--- src/rtl/sbc_supervisor.sv ---
module sbc_supervisor #(
  parameter int LONG_WIN   = 64,
  parameter int WIN_CLOSED = 8,
  parameter int WIN_OPEN   = 16,
  parameter int PULSE_LEN  = 4,
  parameter int DLY_W      = 8,
  parameter int WAKE_W     = 6,
  parameter int FO_N       = 3
) (
  input  logic              clk,
  input  logic              por_n,
  input  logic              spi_cmd,
  input  logic              stop_req,
  input  logic              wd_trig,
  input  logic [WAKE_W-1:0] wake,
  input  logic [WAKE_W-1:0] wake_en,
  input  logic              vcc_ok,
  input  logic              max3_en,
  input  logic              fo_test,
  input  logic [DLY_W-1:0]  rst_dly,
  output logic [1:0]        mode,
  output logic              ro_n,
  output logic              int_o,
  output logic [FO_N-1:0]   fo_en
);
  localparam int WIN_LEN = WIN_CLOSED + WIN_OPEN;
  localparam int CNT_MAX = (LONG_WIN > WIN_LEN) ? LONG_WIN : WIN_LEN;
  localparam int CNT_W   = $clog2(CNT_MAX + 1);
  localparam int PC_W    = $clog2(PULSE_LEN + 1);

  localparam logic [1:0] M_INIT    = 2'b00;
  localparam logic [1:0] M_NORMAL  = 2'b01;
  localparam logic [1:0] M_STOP    = 2'b10;
  localparam logic [1:0] M_RESTART = 2'b11;

  logic [1:0]       mode_q;
  logic             ro_q, int_q, fo_fail_q, long_q;
  logic [CNT_W-1:0] wd_cnt;
  logic [1:0]       fail_cnt;
  logic [PC_W-1:0]  pcnt;
  logic [DLY_W-1:0] dcnt;

  logic wd_run, early, expire, trig_ok, wd_fail, rst_evt;

  assign wd_run  = ro_q && (mode_q != M_RESTART);
  assign early   = !long_q && wd_trig && (wd_cnt < CNT_W'(WIN_CLOSED));
  assign expire  = !wd_trig &&
                   (wd_cnt == (long_q ? CNT_W'(LONG_WIN - 1) : CNT_W'(WIN_LEN - 1)));
  assign trig_ok = wd_run && wd_trig && !early;
  assign wd_fail = wd_run && (early || expire);
  assign rst_evt = wd_fail && !(max3_en && fail_cnt == 2'd3);

  always_ff @(posedge clk or negedge por_n) begin
    if (!por_n) begin
      wd_cnt <= '0;
      long_q <= 1'b1;
    end else if (!wd_run || wd_fail) begin
      wd_cnt <= '0;
      long_q <= 1'b1;
    end else if (trig_ok) begin
      wd_cnt <= '0;
      long_q <= 1'b0;
    end else begin
      wd_cnt <= wd_cnt + CNT_W'(1);
    end
  end

  always_ff @(posedge clk or negedge por_n) begin
    if (!por_n) begin
      fail_cnt  <= '0;
      fo_fail_q <= 1'b0;
    end else if (wd_fail) begin
      if (fail_cnt != 2'd3) fail_cnt <= fail_cnt + 2'd1;
      fo_fail_q <= 1'b1;
    end else if (trig_ok) begin
      fail_cnt  <= '0;
      fo_fail_q <= 1'b0;
    end
  end

  always_ff @(posedge clk or negedge por_n) begin
    if (!por_n) begin
      ro_q <= 1'b0;
      pcnt <= '0;
      dcnt <= '0;
    end else if (!vcc_ok) begin
      ro_q <= 1'b0;
      pcnt <= '0;
      dcnt <= '0;
    end else if (rst_evt) begin
      ro_q <= 1'b0;
      pcnt <= PC_W'(PULSE_LEN);
      dcnt <= '0;
    end else if (pcnt != '0) begin
      pcnt <= pcnt - PC_W'(1);
    end else if (dcnt != rst_dly) begin
      dcnt <= dcnt + DLY_W'(1);
    end else begin
      ro_q <= 1'b1;
    end
  end

  always_ff @(posedge clk or negedge por_n) begin
    if (!por_n) begin
      mode_q <= M_INIT;
    end else if (rst_evt) begin
      mode_q <= M_RESTART;
    end else begin
      unique case (mode_q)
        M_INIT:    if (spi_cmd || stop_req) mode_q <= M_NORMAL;
        M_NORMAL:  if (stop_req) mode_q <= M_STOP;
        M_STOP:    if (spi_cmd) mode_q <= M_NORMAL;
        M_RESTART: if (ro_q) mode_q <= M_NORMAL;
        default:   mode_q <= M_INIT;
      endcase
    end
  end

  always_ff @(posedge clk or negedge por_n) begin
    if (!por_n) int_q <= 1'b0;
    else        int_q <= (mode_q == M_NORMAL) && |(wake & wake_en);
  end

  assign mode  = mode_q;
  assign ro_n  = ro_q;
  assign int_o = int_q;
  assign fo_en = {FO_N{fo_fail_q || (fo_test && mode_q == M_NORMAL)}};
endmodule


--- config.mk ---
export PLATFORM = sky130hd
export DESIGN_NAME = sbc_supervisor
export DESIGN_NICKNAME = d
export VERILOG_FILES = /design/src/rtl/sbc_supervisor.sv
export SDC_FILE = /design/constraint.sdc
export NUM_CORES = 1
export LEC_CHECK = 0
export BUFFER_PORTS_ARGS = -buffer_cell sky130_fd_sc_hd__buf_2
export CORE_MARGIN = 10
export CORE_UTILIZATION = 55
export CTS_CLUSTER_DIAMETER = 60
export DETAILED_ROUTE_END_ITERATION = 8
export PLACE_DENSITY = 0.87
export SLEW_MARGIN = 20
export SYNTH_ARGS = -nofsm -noshare
export SYNTH_HDL_FRONTEND = slang
export SYNTH_SLANG_ARGS = --single-unit
--- constraint.sdc ---
create_clock -name clk -period 3.8 [get_ports clk]
set_clock_uncertainty 0.05 [all_clocks]
set_input_delay 0.57 -clock clk [delete_from_list [all_inputs] [get_ports clk]]
set_output_delay 0.57 -clock clk [all_outputs]
set_load 0.02 [all_outputs]
# After elaboration in Yosys (flattened, before gate mapping)
# Index checks and enable logic that the tools add are counted.
[word_totals]
inputBits = 28
wordCells = 87
regBits = 26
out_inout_bits = 7
[classes]
bitwise = 1
addsub = 4
eq_ne = 17
order_cmp = 1
n_reduce_logical = 29
mux = 26
[ops]
columns = ["cell", "count"]
rows = [
  ["8-bit 2-to-1 mux", 4],
  ["3-bit inequality test (second input constant)", 6],
  ["2-bit 2-to-1 mux", 8],
  ["7-bit 2-to-1 mux", 2],
  ["1-bit logical AND", 11],
  ["3-bit 2-to-1 mux", 3],
  ["8-bit by 1-bit adder with 8-bit output (second input constant)", 1],
  ["8-bit inequality test", 1],
  ["2-bit case mux with 4 select lines", 1],
  ["7-bit by 1-bit adder with 7-bit output (second input constant)", 1],
  ["7-bit by 6-bit equality test with 1-bit output", 1],
  ["7-bit by 4-bit less-than comparator with 1-bit output (second input constant)", 1],
  ["1-bit 2-to-1 mux", 7],
  ["6-bit bitwise AND", 1],
  ["2-bit equality test (second input constant)", 3],
  ["6-bit 2-to-1 mux", 1],
  ["3-bit by 1-bit inequality test with 1-bit output (second input constant)", 2],
  ["2-bit AND reduction", 3],
  ["6-bit OR reduction", 1],
  ["1-bit logical NOT", 5],
  ["1-bit logical OR", 4],
  ["2-bit inequality test (second input constant)", 2],
  ["4-bit AND reduction", 1],
  ["2-bit nonzero test", 2],
  ["6 further kinds", 6],
]

# Depth between registers and ports, before layout
[logic_depth]
word_depth = 8
depth_mapped = 7

# Worst setup path before layout
# No wires, ideal clock.
[synth_timing]
kind = "in2reg"
startpoint = "input rst_dly[1]"
endpoint = "register dcnt[1]"
setup_slack_ns = 2.143
cell_stages = 5
t_arrival_ns = 1.488
required_ns = 3.631
cell_sequence = "xnor2_1 > nand4_1 > o21ai_0 > mux2i_1 > nor2_1"
[synth_via]
elab_chain_len = 3
[synth_rtl]
columns = ["element", "line", "rtl"]
rows = [
  ["start: declaration", "20", "input logic [DLY_W-1:0] rst_dly,"],
  ["8-bit inequality test", "96", "end else if (dcnt != rst_dly) begin"],
  ["3-bit by 1-bit inequality test with 1-bit output (no line)", "--", ""],
  ["2-bit AND reduction (no line)", "--", ""],
  ["end signal: assignment", "97", "dcnt <= dcnt + DLY_W'(1);"],
  ["end: declaration", "41", "logic [DLY_W-1:0] dcnt;"],
]
# No other way between the ends.
# A chain may end at the register's enable or synchronous reset.

# Final worst setup path
[layout_timing]
startpoint = "register mode_q[1], in the netlist mode[1]"
endpoint = "output fo_en[1]"
[layout_via]
elab_chain_len = 3
[layout_rtl]
columns = ["element", "line", "rtl"]
rows = [
  ["start: declaration", "36", "logic [1:0] mode_q;"],
  ["start signal: assignment", "105", "mode_q <= M_INIT;"],
  ["start signal: assignment", "107", "mode_q <= M_RESTART;"],
  ["start signal: assignment", "110", "M_INIT: if (spi_cmd || stop_req) mode_q <= M_NORMAL;"],
  ["2-bit by 1-bit equality test with 1-bit output", "127", "assign fo_en = {FO_N{fo_fail_q || (fo_test && mode_q == M_NORMAL)}};"],
  ["1-bit logical AND", "127", ""],
  ["1-bit logical OR", "127", ""],
  ["end: declaration", "24", "output logic [FO_N-1:0] fo_en"],
]
# No other way between the ends.

==> impl_metrics.tcl <==
set metrics [dict create \
    drv_cap 0 \
    critPathLaunch "mode[1]$_DFFE_PN0P_" \
    p_seq_share_pct 43.2 \
    yosys_warnings 0 \
    setup.worst_path.class "flop to output pin" \
    port_buffers 34 \
    cts.sinks 26 \
    viasPerCell 5.587 \
    period_share_pct 49.07 \
    cts-root-buf "clkbuf_4" \
    drive_above_1_share_pct 25.68 \
    ys_ff_latch 26 \
    io_pins 35 \
    p_leak_nw 0.7860 \
    ys_async_sr_fraction_pct 100.0 \
    gp_congestion 0.8106 \
    cts_tree "yes" \
    grt_pass1_vias 1232 \
    hp-class "input port to async pin" \
    finalSetupViolations 0 \
    grt_usage_pct 12.98 \
    power_density_nw_per_um2 492.7 \
    synthesis.area_um2 1449 \
    synth-compound-area-share_pct 10.88 \
    ys.flop_type "dfrtp_1" \
    max_freq_mhz 536.3 \
    dpl.hpwl_um 2580 \
    rsz0062_at_grt "false" \
    dr.pass1.iters 4 \
    clk_latency_ns 0.32 \
    vias 1190 \
    synth_adder_area_share_pct 4.318 \
    ys_seq_area_share_pct 44.99 \
    cp_max_fo 5 \
    grt_pass1_wl_um 5568 \
    synth_nets 182 \
    yosysUniqueCellTypes 37 \
    syn_inst 149 \
    layout.nets 217 \
    antenna_left 0 \
    worst_setup_path_end_kind "output pin" \
    synthMuxAreaShare_pct 2.850 \
    path_clk_slew_ns 0.14 \
    switching_share_pct 34.83 \
    placed_area_um2 1619 \
    worst_pin_slew_ns 0.5708 \
    power.switching_uw 286.9 \
    synth_edf_count 0 \
    r2r-start "wd_cnt[0]$_DFF_PN0_" \
    htree_levels 1 \
    grt_max_degree 27 \
    dieWidth_um 71.33 \
    post-cts-setup-buffers 0 \
    fillers 209 \
    drtIter0Drc 65 \
    cp.required_ns 3.18 \
    core_um2 2500 \
    numCtsBuffers 3 \
    worstReg2RegEnd "ro_n$_DFFE_PN0P_" \
    synth-xor-area-share_pct 12.69 \
    avgSynthCellArea_um2 9.724 \
    routedWlPerCell_um 15.36 \
    yosys-top-cells-area "dfrtp_1 43%, nor2_1 6.7%, xnor2_1 6.6%, xor2_1 6.0%, ha_1 4.3%" \
    status "finished, final reports clean" \
    yosysTopAreaCellShare_pct 43.18 \
    diodes 0 \
    period_minus_slack_ns 1.865 \
    r2r_slack_ns 1.94 \
    area_growth_pct 15.37 \
    ir_worst_vdd_mv 0.3803 \
    grt-ovfl-total 0 \
    synth_top_family_by_area "simple AND/OR/NAND/NOR gates" \
    fp.dieArea_um2 5087 \
    clkPwrFrac_pct 22.7 \
    cts-resized-gates 0 \
    fp-row-count 18 \
    drc 0 \
    cts_hold_buf 0 \
    worstPathArrival_ns 1.24 \
    multi_input_area_um2 737.0 \
    cts_buffer_depth 2 \
    critPathLaunchType "flop" \
    antenna_found_initial 0 \
    die_y_um 71.33 \
    finalHoldViolCount 0 \
    reg2regPathDepth 6 \
    wirelength_um 3272 \
    totalPowerFinal_uw 823.6 \
    finalMaxSlewViolations 0 \
    setup_total_negative_slack_ns 0 \
    seq_area_um2 651.9 \
    synthSimpleGateAreaFrac_pct 20.12 \
    initial_core_util_pct 57.96 \
    p_int_uw 536.7 \
    max_slew_margin_pct 61.95 \
    endpoint "fo_en[1]" \
    final_core_util_pct 66.87 \
    final_area_um2 1672 \
    yosys.area.top_type "dfrtp_1" \
    power_frac_comb_pct 34.1 \
]
[per-stage QoR]
stage / worst slack, ns / hold slack, ns / cells
after global routing: 1.810 / 0.1881 / 213
after global placement: 1.896 / 0.3958 / 209
after detailed placement: 1.796 / 0.4153 / 209
final: 1.935 / 0.1757 / 213
after floorplan: 2.143 / 0.2244 / 149
after CTS: 1.906 / 0.1884 / 213
[power groups by stage]
| stage | combinational [mW] | sequential (mW) | clock, mW |
|---|---|---|---|
| after global routing | 0.313 | 0.360 | 0.202 |
| after CTS | 0.284 | 0.356 | 0.190 |
| after global placement | 0.261 | 0.356 | 0 |
| final | 0.281 | 0.356 | 0.187 |
| after floorplan | 0.183 | 0.370 | 0 |
| after detailed placement | 0.281 | 0.360 | 0 |
[worst max-delay path, stage by stage, from the launching register on]
cell     delay [ns]
dfrtp_1        0.41
inv_1          0.10
a31o_2         0.26
buf_2          0.16
[cell families after synthesis]
logic type,after synthesis
and+or+nand+nor,61
xor gates and xnor gates,21
AOI/OAI and AO/OA,22
buffers and inverters,10
muxes,4
DFF,26
adders and majority gates,5
[synthesized netlist by cell type (2+ instances only)]
master and instances:
nand2_1 12, a22oi_1 3, buf_6 2, o21ai_0 8, a211oi_1 2, inv_1 6
buf_4 2, nor2_1 26, mux2i_1 3, xnor2_1 11, ha_1 5, xor2_1 10
nor3_1 3, nand3_1 6, and2_1 2, nand4_1 3, dfrtp_1 25
[cell usage in the layout, fill, tap and decap left out, types with 2 or more instances in the layout]
cell type,n
dfrtp_1,25
inv_1,6
and2_1,2
ha_1,5
buf_2,34
nor3_1,3
xor2_1,10
mux2i_1,3
a211oi_1,2
a22oi_1,3
nand2_1,12
xnor2_1,11
nand3_1,6
nand4_1,3
o21ai_0,8
clkbuf_4,3
nor2_1,26
[worst min-delay path by stage]
stage / from / endpoint / slack (ns)
final: por_n / dcnt[2]$_DFFE_PN0P_ / 0.18
after global routing: por_n / pcnt[2]$_DFFE_PN0P_ / 0.19
after CTS: por_n / dcnt[6]$_DFFE_PN0P_ / 0.19
after detailed placement: wd_cnt[0]$_DFF_PN0_ / wd_cnt[0]$_DFF_PN0_ / 0.42
after global placement: wd_cnt[0]$_DFF_PN0_ / wd_cnt[0]$_DFF_PN0_ / 0.40
after floorplan: por_n / dcnt[0]$_DFFE_PN0P_ / 0.22
[final cells by class]
class,count,share of cell area [%]
flip-flops and latches,26,39.00
inverters,6,1.347
clock inverters,1,1.796
clock buffers,3,1.347
repair buffers,34,10.18
well taps,30,2.246
multi-input cells,113,44.09
[metal layers]
layer  vias up  routed length [um]  GRT usage (%)
met2        29                1801          24.31
met3        10                 179          3.168
li1        579                   -              -
met5         -                   0              0
met1       572                1213          13.28
met4         0                  77          5.376
[sequential cells by signal, indices dropped and copies added, names as in the netlist]
signal,cells
wd_cnt,7
dcnt,8
long_q,1
fo_fail_q,1
int_o,1
fail_cnt,2
ro_n,1
mode,2
pcnt,3
Note: power is estimated with default switching activity, not from simulation.
